### src/rtl/fdc_hs_pkg.sv
package fdc_hs_pkg;

  typedef enum logic [1:0] {
    PH_IDLE   = 2'd0,
    PH_PARAM  = 2'd1,
    PH_EXEC   = 2'd2,
    PH_RESULT = 2'd3
  } phase_t;

  typedef struct packed {
    logic       valid;
    logic       is_xfer;
    logic [3:0] nargs;
  } op_info_t;

  function automatic op_info_t decode_op(input logic [4:0] op);
    op_info_t r;
    r = '{valid: 1'b1, is_xfer: 1'b0, nargs: 4'd0};
    case (op)
      5'h03: r.nargs = 4'd2;
      5'h04: r.nargs = 4'd1;
      5'h05: begin r.nargs = 4'd8; r.is_xfer = 1'b1; end
      5'h06: begin r.nargs = 4'd8; r.is_xfer = 1'b1; end
      5'h07: r.nargs = 4'd1;
      5'h08: r.nargs = 4'd0;
      5'h0A: r.nargs = 4'd1;
      5'h0F: r.nargs = 4'd2;
      default: r.valid = 1'b0;
    endcase
    return r;
  endfunction

endpackage

### src/rtl/fdc_settle_timer.sv
module fdc_settle_timer #(
  parameter int SETTLE = 3
) (
  input  logic clk,
  input  logic rst_n,
  input  logic load,
  output logic idle
);

  generate
    if (SETTLE == 0) begin : g_none
      assign idle = 1'b1;
    end else begin : g_cnt
      localparam int CW = $clog2(SETTLE + 1);
      logic [CW-1:0] cnt_q;

      always_ff @(posedge clk or negedge rst_n) begin
        if (!rst_n)              cnt_q <= '0;
        else if (load)           cnt_q <= CW'(SETTLE);
        else if (cnt_q != '0)    cnt_q <= cnt_q - CW'(1);
      end

      assign idle = (cnt_q == '0);


      countdown_step_chk: assert property (@(posedge clk) disable iff (!rst_n)
        (cnt_q != '0 && !load) |=> (cnt_q == $past(cnt_q) - CW'(1)));
    end
  endgenerate

endmodule

### src/rtl/fdc_arg_capture.sv
module fdc_arg_capture #(
  parameter int MAX_ARGS = 8
) (
  input  logic                  clk,
  input  logic                  rst_n,
  input  logic                  clr,
  input  logic                  wen,
  input  logic [7:0]            wdata,
  output logic [$clog2(MAX_ARGS+1)-1:0] count,
  output logic [MAX_ARGS*8-1:0] args
);

  localparam int AW = $clog2(MAX_ARGS + 1);

  logic [AW-1:0] cnt_q;

  always_ff @(posedge clk or negedge rst_n) begin
    if (!rst_n)    cnt_q <= '0;
    else if (clr)  cnt_q <= '0;
    else if (wen)  cnt_q <= cnt_q + AW'(1);
  end

  assign count = cnt_q;

  genvar g;
  generate
    for (g = 0; g < MAX_ARGS; g++) begin : g_slot
      logic [7:0] slot_q;
      always_ff @(posedge clk or negedge rst_n) begin
        if (!rst_n)                          slot_q <= '0;
        else if (wen && cnt_q == AW'(g))     slot_q <= wdata;
      end
      assign args[g*8 +: 8] = slot_q;
    end
  endgenerate


  arg_room_chk: assert property (@(posedge clk) disable iff (!rst_n)
    wen |-> (32'(cnt_q) < MAX_ARGS));

endmodule

### src/rtl/fdc_result_stack.sv
module fdc_result_stack #(
  parameter int DEPTH = 4,
  parameter int W     = 8
) (
  input  logic         clk,
  input  logic         rst_n,
  input  logic         push,
  input  logic [W-1:0] push_data,
  input  logic         pop,
  output logic [W-1:0] head,
  output logic         full,
  output logic         empty,
  output logic         last
);

  localparam int PW = (DEPTH < 2) ? 1 : $clog2(DEPTH);
  localparam int CW = $clog2(DEPTH + 1);

  logic [W-1:0]  mem [DEPTH];
  logic [PW-1:0] rd_ptr, wr_ptr;
  logic [CW-1:0] cnt_q;

  function automatic logic [PW-1:0] step(input logic [PW-1:0] p);
    return (p == PW'(DEPTH - 1)) ? '0 : p + PW'(1);
  endfunction

  always_ff @(posedge clk) begin
    if (push) mem[wr_ptr] <= push_data;
  end

  always_ff @(posedge clk or negedge rst_n) begin
    if (!rst_n) begin
      rd_ptr <= '0;
      wr_ptr <= '0;
      cnt_q  <= '0;
    end else begin
      if (push) wr_ptr <= step(wr_ptr);
      if (pop)  rd_ptr <= step(rd_ptr);
      case ({push, pop})
        2'b10:   cnt_q <= cnt_q + CW'(1);
        2'b01:   cnt_q <= cnt_q - CW'(1);
        default: cnt_q <= cnt_q;
      endcase
    end
  end

  assign empty = (cnt_q == '0);
  assign full  = (cnt_q == CW'(DEPTH));
  assign last  = (cnt_q == CW'(1));
  assign head  = empty ? '0 : mem[rd_ptr];


  no_overflow_chk: assert property (@(posedge clk) disable iff (!rst_n)
    push |-> !full);


  no_underflow_chk: assert property (@(posedge clk) disable iff (!rst_n)
    pop |-> !empty);

endmodule

### src/rtl/fdc_host_port.sv
module fdc_host_port
  import fdc_hs_pkg::*;
#(
  parameter int         SETTLE     = 3,
  parameter int         RES_DEPTH  = 4,
  parameter int         MAX_ARGS   = 8,
  parameter logic [7:0] ERR_STATUS = 8'h80
) (
  input  logic                  clk,
  input  logic                  rst_n,
  input  logic                  addr,
  input  logic                  rd_stb,
  input  logic                  wr_stb,
  input  logic [7:0]            wdata,
  output logic [7:0]            rdata,
  input  logic [3:0]            drive_seek,
  output logic [4:0]            cmd_op,
  output logic [MAX_ARGS*8-1:0] cmd_args,
  output logic                  exec_active,
  input  logic                  res_valid,
  input  logic [7:0]            res_data,
  input  logic                  res_last,
  output logic                  res_ready
);

  localparam int AW = $clog2(MAX_ARGS + 1);

  phase_t     phase_q;
  logic [4:0] op_q;
  logic [3:0] nargs_q;

  logic       settle_idle;
  logic       rqm, dio, exm, cb;
  logic [7:0] status;

  logic       data_wr, data_rd;
  logic       idle_wr, arg_wen, args_done, err_load;
  logic       res_acc, tmr_load;
  logic [AW-1:0] arg_cnt;
  op_info_t   info;
  logic       first_bad;

  logic       stk_push, stk_full, stk_empty, stk_last;
  logic [7:0] stk_head, push_byte;

  // handshake bits
  assign rqm    = settle_idle && (phase_q != PH_EXEC);
  assign dio    = (phase_q == PH_RESULT);
  assign exm    = (phase_q == PH_EXEC);
  assign cb     = (phase_q != PH_IDLE) || !settle_idle;
  assign status = {rqm, dio, exm, cb, drive_seek};
  assign rdata  = addr ? stk_head : status;

  // accepted data-port accesses
  assign data_wr = wr_stb && !rd_stb && addr && rqm && !dio;
  assign data_rd = rd_stb && !wr_stb && addr && rqm && dio;

  assign info      = decode_op(wdata[4:0]);
  assign first_bad = !info.valid || (info.is_xfer && (|drive_seek));
  assign idle_wr   = (phase_q == PH_IDLE) && data_wr;
  assign arg_wen   = (phase_q == PH_PARAM) && data_wr;
  assign args_done = arg_wen && ((32'(arg_cnt) + 1) == 32'(nargs_q));
  assign err_load  = idle_wr && first_bad;

  assign res_ready = (phase_q == PH_EXEC) && !stk_full;
  assign res_acc   = res_valid && res_ready;
  assign stk_push  = res_acc || err_load;
  assign push_byte = err_load ? ERR_STATUS : res_data;
  assign tmr_load  = data_wr || data_rd || (res_acc && res_last);

  always_ff @(posedge clk or negedge rst_n) begin
    if (!rst_n) begin
      phase_q <= PH_IDLE;
      op_q    <= '0;
      nargs_q <= '0;
    end else begin
      case (phase_q)
        PH_IDLE: if (data_wr) begin
          op_q    <= wdata[4:0];
          nargs_q <= info.nargs;
          if (first_bad)               phase_q <= PH_RESULT;
          else if (info.nargs == 4'd0) phase_q <= PH_EXEC;
          else                         phase_q <= PH_PARAM;
        end
        PH_PARAM:  if (args_done)             phase_q <= PH_EXEC;
        PH_EXEC:   if (res_acc && res_last)   phase_q <= PH_RESULT;
        PH_RESULT: if (data_rd && stk_last)   phase_q <= PH_IDLE;
        default:                              phase_q <= PH_IDLE;
      endcase
    end
  end

  assign cmd_op      = op_q;
  assign exec_active = exm;

  fdc_settle_timer #(.SETTLE(SETTLE)) u_timer (
    .clk   (clk),
    .rst_n (rst_n),
    .load  (tmr_load),
    .idle  (settle_idle)
  );

  fdc_arg_capture #(.MAX_ARGS(MAX_ARGS)) u_args (
    .clk   (clk),
    .rst_n (rst_n),
    .clr   (idle_wr),
    .wen   (arg_wen),
    .wdata (wdata),
    .count (arg_cnt),
    .args  (cmd_args)
  );

  fdc_result_stack #(.DEPTH(RES_DEPTH), .W(8)) u_stack (
    .clk       (clk),
    .rst_n     (rst_n),
    .push      (stk_push),
    .push_data (push_byte),
    .pop       (data_rd),
    .head      (stk_head),
    .full      (stk_full),
    .empty     (stk_empty),
    .last      (stk_last)
  );


  exec_entry_busy_chk: assert property (@(posedge clk) disable iff (!rst_n)
    $rose(exm) |-> cb);


  busy_release_chk: assert property (@(posedge clk) disable iff (!rst_n)
    $fell(cb) |-> (rqm && !dio && stk_empty));


  result_nonempty_chk: assert property (@(posedge clk) disable iff (!rst_n)
    (phase_q == PH_RESULT) |-> !stk_empty);

  generate
    if (SETTLE > 0) begin : g_settle_chk

      ready_drop_chk: assert property (@(posedge clk) disable iff (!rst_n)
        tmr_load |=> !rqm);

      busy_tail_chk: assert property (@(posedge clk) disable iff (!rst_n)
        (data_rd && stk_last) |=> cb);
    end
  endgenerate

endmodule

### config.mk
export PLATFORM = sky130hd
export DESIGN_NAME = fdc_host_port
export DESIGN_NICKNAME = d
export VERILOG_FILES = /design/src/rtl/fdc_hs_pkg.sv /design/src/rtl/fdc_settle_timer.sv /design/src/rtl/fdc_arg_capture.sv /design/src/rtl/fdc_result_stack.sv /design/src/rtl/fdc_host_port.sv
export SDC_FILE = /design/constraint.sdc
export NUM_CORES = 1
export LEC_CHECK = 0
export ABC_AREA = 1
export BUFFER_PORTS_ARGS = -buffer_cell sky130_fd_sc_hd__buf_2
export CORE_MARGIN = 4
export CORE_UTILIZATION = 42
export DETAILED_ROUTE_END_ITERATION = 16
export PLACE_DENSITY_LB_ADDON = 0.05
export SETUP_SLACK_MARGIN = 0.05
export SLEW_MARGIN = 10
export SYNTH_ARGS = -nofsm -noshare
export SYNTH_HDL_FRONTEND = slang
export SYNTH_SLANG_ARGS = --single-unit
### constraint.sdc
create_clock -name clk -period 2.06 [get_ports clk]
set_input_delay 0.412 -clock clk [delete_from_list [all_inputs] [get_ports clk]]
set_output_delay 0.412 -clock clk [all_outputs]
set_load 0.02 [all_outputs]
==> impl_metrics.env <==
export IMPL_drt_wl_total_um=14900
export IMPL_start_util_pct=43.3
export IMPL_yosysWarnings=0
export IMPL_core_area_um2=12700
export IMPL_globalRouteOverflowTotal=0
export IMPL_outcome="complete, but fails checks"
export IMPL_htree_levels=4
export IMPL_cp_arrival_ns=1.67
export IMPL_synth_seq_cells=119
export IMPL_ant_nets=0
export IMPL_cts_tree="done"
export IMPL_fill_cells=1125
export IMPL_area_growth_pct=39.9
export IMPL_finClkSkew_ns=0.00801
export IMPL_crit_required_ns=1.65
export IMPL_crit_path_max_incr_delay_ns=0.37
export IMPL_rows=41
export IMPL_endpoint="rdata[0]"
export IMPL_start_kind="flip-flop"
export IMPL_violations="setup timing"
export IMPL_place_congestion=0.780
export IMPL_final_nets=762
export IMPL_clock_latency_ns=0.41
export IMPL_layout_setup_ws_ns=-0.0176
export IMPL_grt_setup_unrepaired="yes"
export IMPL_cts_buffer_depth=2
export IMPL_regArea_um2=3140
export IMPL_r2r_end="u_stack.cnt_q[2]"
export IMPL_ys_seq_area_share_pct=56.9
export IMPL_min_path_type="in -> reg"
export IMPL_cp_max_fo=8
export IMPL_multi_input_comb_area_um2=2500
export IMPL_grt_max_degree=35
export IMPL_cts_buffers=17
export IMPL_avgSynthCellArea_um2=9.88
export IMPL_drc=0
export IMPL_cts_root_buf="clkbuf_16"
export IMPL_synth_nets=604
export IMPL_grt_pass1_wl_um=22600
export IMPL_p_per_area_nw_per_um2=1180
export IMPL_startpoint="u_stack.cnt_q[1]"
export IMPL_io_buffers=105
export IMPL_dieArea_um2=15000
export IMPL_synth_area_um2=5510
export IMPL_drt_initial_drc_count=234
export IMPL_first_global_vias=4362
export IMPL_wl_per_cell_um=16.6
export IMPL_rrSetupSlack_ns=0.10
export IMPL_tightest_slew_ns=0.533
export IMPL_fin_crit_ns=2.08
export IMPL_total_power_w=0.00906
export IMPL_worstSetupPathType="reg -> out"
export IMPL_post_route_period_util_pct=101
export IMPL_p_leak_nw=3.66
export IMPL_end_kind="output port"
export IMPL_antenna_found_initial=0
export IMPL_final_core_util_pct=60.6
export IMPL_die_h_um=123
export IMPL_drt_first_pass_iters=5
export IMPL_clkSinkCount=119
export IMPL_reg2reg_depth=14
export IMPL_rr_startpoint="phase_q[0]"
export IMPL_vdd_drop_max_uv=527
export IMPL_chipWidth_um=123
export IMPL_slowest_stage="dfrtp_1"
export IMPL_drive_gt1_share_pct=40.9
export IMPL_relSlewSlack_pct=64.4
export IMPL_grt_use_total_pct=19.9
export IMPL_clkTransAtPathRegs_ns=0.05
export IMPL_dp_hpwl_um=9770
export IMPL_max_cap_violations=0
export IMPL_timing_final_max_slew_violations=0
export IMPL_hold_viol=0
export IMPL_fmax_mhz=481
export IMPL_syn_inst=558
export IMPL_crit_chain="inv_2 > ha_4 > inv_4 > o21ai_4 > buf_12 > o32ai_4 > buf_6"
export IMPL_n_antenna_cell=0
export IMPL_viasPerCell=4.93
export IMPL_vias=4440
export IMPL_ys_types=33
export IMPL_setup_viol=5
export IMPL_io_pins=106
[final cells by class]
type	instances	share of cell area [%]
Clock buffer	25	6.56
Inverter	51	2.66
Multi-Input combinational cell	374	32.4
Timing Repair Buffer	153	13.7
Sequential cell	119	40.7
Tap cell	172	2.79
Clock inverter	6	1.18
[kinds of logic after synthesis]
logic type               synth area share [%]
AO/OA/AOI/OAI                            12.9
XOR/XNOR                                0.636
AND/OR/NAND/NOR                          18.8
buffers and inverters                    6.47
adder cells (fa/ha/maj)                  4.31
flip-flops                               56.9
[power breakdown]
group | switching, W | total (W) | internal [W]
registers | 0.000251 | 0.00300 | 0.00274
logic | 0.00186 | 0.00312 | 0.00126
clock network | 0.00101 | 0.00295 | 0.00194
total | 0.00312 | 0.00906 | 0.00594
[worst max-delay path: cells and delay by family (launching register included)]
kind            cells  cell delay (ns)
flops               1             0.37
buf+inv             4             0.42
compound gates      2             0.29
fa+ha+maj           1             0.17
[registers in the layout, summed over array words and instances, names as in the netlist]
signal and flops:
u_timer.g_cnt.cnt_q 2, phase_q 2, u_args.g_slot.slot_q 64, cmd_op 5, u_stack.mem 32, u_stack.wr_ptr 2, u_stack.cnt_q 3, nargs_q 3
u_args.count 4, u_stack.rd_ptr 2
[worst min path at each step]
stage / cells after the start / from / to / slack, ns
6_report: 3 / res_data[7] / u_stack.mem[2][7] / 0.38
5_1_grt: 3 / res_data[7] / u_stack.mem[0][7] / 0.39
4_1_cts: 4 / wdata[4] / nargs_q[1] / 0.37
3_5_place_dp: 1 / rst_n / u_stack.rd_ptr[0] / 0.42
3_3_place_gp: 1 / rst_n / u_args.g_slot[0].slot_q[0] / 0.43
2_1_floorplan: 0 / rst_n / cmd_op[0] / 0.12
[synthesized netlist by cell type (all sizes together)]
master,number,share of area (%)
clkinv,2,0.14
nand2,161,11
buf,16,2.7
o22ai,2,0.23
nand4,4,0.45
xor2,2,0.32
nand3,22,3.4
a21boi,7,0.95
nor2,38,3.4
a21oi,18,1.6
o21ai,83,8.7
o31ai,2,0.27
inv,49,3.3
ha,19,4.3
edfxtp,32,17
clkbuf,4,0.27
dfrtp,87,39
o211ai,1,0.14
o32ai,6,0.95
nand3b,1,0.14
xnor2,2,0.32
[through the flow]
stage	hold slack, ns	TNS, ns	setup WS [ns]	area (um2)	cells
global route	0.392	-0.635	-0.0954	7710	900
floorplan	0.116	-2.39	-0.0739	5580	558
detailed placement	0.423	-0.846	-0.114	6540	859
CTS	0.372	-0.194	-0.0421	7310	893
global placement	0.427	-0.418	-0.0632	6540	859
finish	0.385	-0.0463	-0.0176	7710	900
[cell usage in the layout, fill, tap and decap left out, types with 16 or more instances in the layout]
master	synthesis	layout
inv_1	43	35
clkbuf_16	0	18
o21ai_1	53	49
dfrtp_1	87	86
a21oi_1	18	16
edfxtp_1	32	32
o21ai_2	17	22
buf_4	2	37
buf_2	5	95
nor2_1	32	25
nand2_2	8	32
nand2_1	152	124
nand3_1	16	16
[metal layers]
layer  global-route usage [%]  share of wire [%]  routed length (um)
met2                     34.0                 51                7660
met5                        0                  0                   0
met3                     5.39                4.5                 669
met4                     6.51                1.3                 197
met1                     24.5                 43                6370
[timing repair]
item | CTS | global route
gates cloned | 0 | 7
hold buffers | 1 | 0
endpoints found under the hold margin | 31 | 0
gates resized for setup | 38 | 82
endpoints found under the setup margin | 42 | 104
buffers inserted | 2 | 0
pin swaps | 10 | 30
No activity file was read; power rests on OpenSTA's default activity.
